$ cat src/rtl/txc_pkg.sv
package txc_pkg;
  localparam int CAUSE_EXPLICIT = 0;
  localparam int CAUSE_CONFLICT = 1;
  localparam int CAUSE_OVERFLOW = 2;
  localparam int CAUSE_FAULT    = 3;
  localparam int IMM_LSB        = 24;

  typedef enum logic [1:0] {
    ST_IDLE   = 2'd0,
    ST_ACTIVE = 2'd1,
    ST_COMMIT = 2'd2
  } txState_e;

  typedef struct packed {
    logic snapTake;
    logic restore;
  } dpStrobe_t;
endpackage

$ cat src/rtl/txc_dpath.sv
module txc_dpath
  import txc_pkg::*;
#(
  parameter int NUM_REGS = 4,
  parameter int REG_W    = 16,
  localparam int IDX_W   = $clog2(NUM_REGS)
) (
  input  logic                      clk,
  input  logic                      rstN,
  input  dpStrobe_t                 strobe,
  input  logic                      regWrEn,
  input  logic [IDX_W-1:0]          regWrIdx,
  input  logic [REG_W-1:0]          regWrData,
  output logic [NUM_REGS*REG_W-1:0] regsOut
);
  logic [REG_W-1:0] archReg [NUM_REGS];
  logic [REG_W-1:0] shadowReg [NUM_REGS];

  for (genvar i = 0; i < NUM_REGS; i++) begin : g_reg
    always_ff @(posedge clk) begin
      if (!rstN) begin
        archReg[i]   <= '0;
        shadowReg[i] <= '0;
      end else begin
        if (strobe.restore)
          archReg[i] <= shadowReg[i];
        else if (regWrEn && regWrIdx == IDX_W'(i))
          archReg[i] <= regWrData;
        if (strobe.snapTake)
          shadowReg[i] <= archReg[i];
      end
    end
    assign regsOut[i*REG_W +: REG_W] = archReg[i];
  end
endmodule

$ cat src/rtl/txc_ctrl.sv
module txc_ctrl
  import txc_pkg::*;
#(
  parameter int DEPTH_W = 3,
  parameter int ADDR_W  = 16
) (
  input  logic               clk,
  input  logic               rstN,
  input  logic               cmdBegin,
  input  logic               cmdEnd,
  input  logic               cmdAbort,
  input  logic [7:0]         abortImm,
  input  logic [ADDR_W-1:0]  fallbackAddr,
  input  logic               conflictReq,
  input  logic               overflowReq,
  input  logic               commitAck,
  output dpStrobe_t          strobe,
  output logic               txActive,
  output logic [DEPTH_W-1:0] nestDepth,
  output logic               commitReq,
  output logic               abortPulse,
  output logic [31:0]        abortStatus,
  output logic [ADDR_W-1:0]  resumeAddr
);
  localparam int MAX_DEPTH = (1 << DEPTH_W) - 1;

  txState_e          state;
  logic [ADDR_W-1:0] fallbackReg;
  logic              inTx, atMax, abConflict, abOverflow, abExplicit, isFault, doAbort;
  logic [31:0]       statusNext;

  always_comb begin
    inTx       = (state != ST_IDLE);
    atMax      = (nestDepth == DEPTH_W'(MAX_DEPTH));
    abConflict = inTx && conflictReq;
    abOverflow = inTx && (overflowReq || (state == ST_ACTIVE && cmdBegin && atMax));
    abExplicit = (state == ST_ACTIVE) && cmdAbort;
    isFault    = (state == ST_IDLE) && cmdEnd;
    doAbort    = abConflict || abOverflow || abExplicit;

    statusNext = '0;
    if (abConflict)
      statusNext[CAUSE_CONFLICT] = 1'b1;
    else if (abOverflow)
      statusNext[CAUSE_OVERFLOW] = 1'b1;
    else if (abExplicit) begin
      statusNext[CAUSE_EXPLICIT]    = 1'b1;
      statusNext[IMM_LSB +: 8]      = abortImm;
    end else if (isFault)
      statusNext[CAUSE_FAULT] = 1'b1;

    strobe.restore  = doAbort;
    strobe.snapTake = (state == ST_IDLE) && cmdBegin && !cmdEnd;
  end

  always_ff @(posedge clk) begin
    if (!rstN) begin
      state       <= ST_IDLE;
      nestDepth   <= '0;
      abortPulse  <= 1'b0;
      abortStatus <= '0;
      resumeAddr  <= '0;
      fallbackReg <= '0;
    end else begin
      abortPulse <= doAbort || isFault;
      if (doAbort) begin
        state       <= ST_IDLE;
        nestDepth   <= '0;
        abortStatus <= statusNext;
        resumeAddr  <= fallbackReg;
      end else if (isFault) begin
        abortStatus <= statusNext;
      end else begin
        unique case (state)
          ST_IDLE: if (cmdBegin) begin
            state       <= ST_ACTIVE;
            nestDepth   <= DEPTH_W'(1);
            fallbackReg <= fallbackAddr;
          end
          ST_ACTIVE: if (cmdEnd) begin
            nestDepth <= nestDepth - DEPTH_W'(1);
            if (nestDepth == DEPTH_W'(1)) state <= ST_COMMIT;
          end else if (cmdBegin) begin
            nestDepth <= nestDepth + DEPTH_W'(1);
          end
          ST_COMMIT: if (commitAck) state <= ST_IDLE;
          default: state <= ST_IDLE;
        endcase
      end
    end
  end

  assign txActive  = inTx;
  assign commitReq = (state == ST_COMMIT);
endmodule

$ cat src/rtl/txn_ckpt_ctrl.sv
module txn_ckpt_ctrl
  import txc_pkg::*;
#(
  parameter int NUM_REGS = 4,
  parameter int REG_W    = 16,
  parameter int DEPTH_W  = 3,
  parameter int ADDR_W   = 16,
  localparam int IDX_W   = $clog2(NUM_REGS)
) (
  input  logic                      clk,
  input  logic                      rstN,
  input  logic                      cmdBegin,
  input  logic                      cmdEnd,
  input  logic                      cmdAbort,
  input  logic [7:0]                abortImm,
  input  logic [ADDR_W-1:0]         fallbackAddr,
  input  logic                      conflictReq,
  input  logic                      overflowReq,
  input  logic                      commitAck,
  input  logic                      regWrEn,
  input  logic [IDX_W-1:0]          regWrIdx,
  input  logic [REG_W-1:0]          regWrData,
  output logic [NUM_REGS*REG_W-1:0] regsOut,
  output logic                      txActive,
  output logic [DEPTH_W-1:0]        nestDepth,
  output logic                      commitReq,
  output logic                      abortPulse,
  output logic [31:0]               abortStatus,
  output logic [ADDR_W-1:0]         resumeAddr
);
  dpStrobe_t strobe;

  txc_ctrl #(.DEPTH_W(DEPTH_W), .ADDR_W(ADDR_W)) uCtrl (
    .clk(clk), .rstN(rstN), .cmdBegin(cmdBegin), .cmdEnd(cmdEnd),
    .cmdAbort(cmdAbort), .abortImm(abortImm), .fallbackAddr(fallbackAddr),
    .conflictReq(conflictReq), .overflowReq(overflowReq), .commitAck(commitAck),
    .strobe(strobe), .txActive(txActive), .nestDepth(nestDepth),
    .commitReq(commitReq), .abortPulse(abortPulse), .abortStatus(abortStatus),
    .resumeAddr(resumeAddr)
  );

  txc_dpath #(.NUM_REGS(NUM_REGS), .REG_W(REG_W)) uDpath (
    .clk(clk), .rstN(rstN), .strobe(strobe), .regWrEn(regWrEn),
    .regWrIdx(regWrIdx), .regWrData(regWrData), .regsOut(regsOut)
  );
endmodule

$ cat config.mk
export PLATFORM = sky130hd
export DESIGN_NAME = txn_ckpt_ctrl
export DESIGN_NICKNAME = d
export VERILOG_FILES = /design/src/rtl/txc_pkg.sv /design/src/rtl/txc_dpath.sv /design/src/rtl/txc_ctrl.sv /design/src/rtl/txn_ckpt_ctrl.sv
export SDC_FILE = /design/constraint.sdc
export NUM_CORES = 1
export LEC_CHECK = 0
export CORE_MARGIN = 4
export CORE_UTILIZATION = 47
export DETAILED_ROUTE_END_ITERATION = 12
export PLACE_DENSITY = 0.76
export SETUP_SLACK_MARGIN = 0.5
export SYNTH_ARGS = -nofsm -noshare
export SYNTH_HDL_FRONTEND = slang
export SYNTH_HIERARCHICAL = 1
export SYNTH_SLANG_ARGS = --single-unit
$ cat constraint.sdc
create_clock -name clk -period 4.3 [get_ports clk]
set_input_delay 0.645 -clock clk [delete_from_list [all_inputs] [get_ports clk]]
set_output_delay 0.645 -clock clk [all_outputs]
set_load 0.03 [all_outputs]
==> impl_metrics.toml <==
[logic_synthesis]
synthArstFlopShare = 0
synthDominantCellAreaShare = 0.5179
synth_edf_count = 128
synth.distinct_cells = 42
yosysSeqAreaShare = 0.6527
netlist_area_mm2 = 0.007422
yosysMostFrequentCell = "edfxtp_1"
synth_largest_area_cell = "edfxtp_1"
avgSynthCellArea_um2 = 12.93
yosysWarnings = 6
synthCells = 574
synth_seq_cells = 178
synth_commonest_cells = "edfxtp_1, nand2_1, a32o_1, and3_1, dfxtp_1"
yosys-top-cells-area = "edfxtp_1, dfxtp_1, a32o_1"
synth_ff_type = "edfxtp_1"

[setup_path]
required_ps = 4400
worst_ep_arrival_time_ps = 3030
crit_path_end_kind = "register"
path_max_fanout = 48
cp-start-kind = "primary input"
worst-setup-path-type = "primary input to register"

[cells_and_area]
fin_nets = 755
area_delta_synth_final_pct = 28.25
drive_gt1_frac = 0.07293
fill_cells = 1171
utilization = 0.6216
antennaDiodeCount = 0
stdcell_area_mm2 = 0.009519

[sta]
worstMarginPinSlew_ps = 808.1
drv_slew = 0
rsz0062_at_grt = "false"
finalCritPeriodShare = 0.6811
worst_clock_skew_ps = 9.870
max_freq_mhz = 341.4
finalHoldViolCount = 0
min_period_ps = 2929
setup_tns_ps = 0
relSlewSlack = 0.4613
setup_viol = 0

[drt]
dr.first_iter.drc_count = 585
wl_um = 19190
ant_nets = 0
avgRoutedWirePerCell_um = 20.77
firstDrtPassIters = 5
drcViolationCount = 0
vias = 5405
vias_per_cell = 5.850

[power]
p_clk_frac = 0.381
vdd_drop_max_mv = 0.3212
sequentialPowerShare = 0.491
p_total_w = 0.004091
p_int_w = 0.003054
p_leak_nw = 3.667
comb_power_share = 0.129
power.share.switching = 0.2533
powerDensity_mw_per_mm2 = 429.7
netSwitchingPower_w = 0.001036

[floorplanning]
start_util = 0.4846
std_cell_rows = 45
fp.dieW_um = 133.7
die-area_mm2 = 0.01787
io_pins = 169
fp.coreArea_mm2 = 0.01531
die_h_um = 133.7

[global_routing]
grt.total_usage = 0.2117
grt-ovfl-total = 0
grt_pass1_vias = 5304
grt_pass1_wl_um = 29460
grt_max_degree = 81
antenna_found_initial = 0

[clocking]
cts_hold_buffers = 0
numCtsBuffers = 17
cts_tree = "yes"
clkTransAtPathRegs_ps = 60
htree_num_levels = 4
clock_latency_ps = 430
clockRootBuffer = "clkbuf_16"
cts.path.max_buffers = 2
cts_resized = 0
cts.sinks = 178
postCtsSetupRepairBufs = 0

[min_path]
hold_class = "register to register"

[place]
postPlaceCellArea_mm2 = 0.008926
hpwl_um = 11890
gp_congestion = 0.7934
port_buffers = 148

[status]
outcome = "complete, no violations"

[job]
cap_violations = 0
[stage by stage]
step                setup slack [ps]  hold slack (ps)  std cells
floorplan                      574.8            435.0        593
global placement                1025            439.1        892
detailed placement             958.8            446.8        892
CTS                             1392            455.3        924
global route                    1243            463.3        924
finish                          1371            455.0        924
[final cells by class]
cell class	count	area [um2]	area share
Clock inverter	14	163.9	0.01722
Sequential cell	178	4845	0.5089
Timing Repair Buffer	162	1594	0.1675
Multi-Input combinational cell	334	2192	0.2303
Inverter	7	31.28	0.003286
Tap cell	211	264.0	0.02773
Clock buffer	18	429.2	0.04508
[registers in the layout, summed over array words and instances, names as in the netlist]
signal	cells
uDpath/archReg	64
uDpath/shadowReg	64
uCtrl/fallbackReg	16
uCtrl/resumeAddr	16
uCtrl/abortStatus	12
uCtrl/nestDepth	3
uCtrl/state	2
uCtrl/abortPulse	1
[path summary, 6_finish.rpt]
path                                startpoint                                    to  slack, ps  cells past startpoint
max                                     cmdEnd  uDpath/shadowReg[2][8]$_SDFFCE_PN0P_       1370                      5
min          uCtrl/fallbackReg[3]$_SDFFE_PN0P_     uCtrl/fallbackReg[3]$_SDFFE_PN0P_        450                      2
max reg2reg        uCtrl/state[1]$_SDFFE_PP0P_  uDpath/shadowReg[2][8]$_SDFFCE_PN0P_       1640                      4
min reg2reg  uCtrl/fallbackReg[3]$_SDFFE_PN0P_     uCtrl/fallbackReg[3]$_SDFFE_PN0P_        450                      2
[power by group through the flow]
stage                     clock network [W]  logic [W]  registers (W)
after CTS                           0.00159   0.000526        0.00201
after floorplan                           0   0.000198        0.00214
after detailed placement                  0   0.000523        0.00204
after global routing                0.00165   0.000555        0.00202
after global placement                    0   0.000515        0.00204
final                               0.00156   0.000526        0.00201
[cells in the final DEF, fill, tap and decap left out, drive strengths merged, types with 14 or more instances in the layout]
cell type      Yosys  layout
a21oi             26      26
dfxtp             50      50
clkdlybuf4s50      0     147
edfxtp           128     128
o21ai             14      14
nand2             76      76
and3              64      64
a32o              64      64
conb               1      20
buf               48      15
clkbuf            26      18
mux2i             18      18
[critical path, stage by stage]
cell	delay (ps)
clkdlybuf4s50_1	580
or4b_1	880
clkinv_4	110
nand2b_2	430
buf_12	340
[logic make-up after synthesis]
family / Yosys count / share of synthesized area
multiplexers: 18 / 0.02427
buffers and inverters: 81 / 0.06322
adder cells (fa/ha/maj): 4 / 0.006743
AO/OA/AOI/OAI: 124 / 0.1349
XOR/XNOR: 1 / 0.001180
other: 1 / 0.0005052
AND/OR/NAND/NOR: 167 / 0.1165
flip-flops: 178 / 0.6527
[routing by layer]
layer / wire [um] / part of all wire / GRT usage
met1: 7699 / 0.40 / 0.2773
met2: 9145 / 0.48 / 0.3304
met3: 1873 / 0.098 / 0.06684
met4: 472 / 0.025 / 0.08229
met5: 0 / 0 / 0
Power figures use the tool's default switching activity.
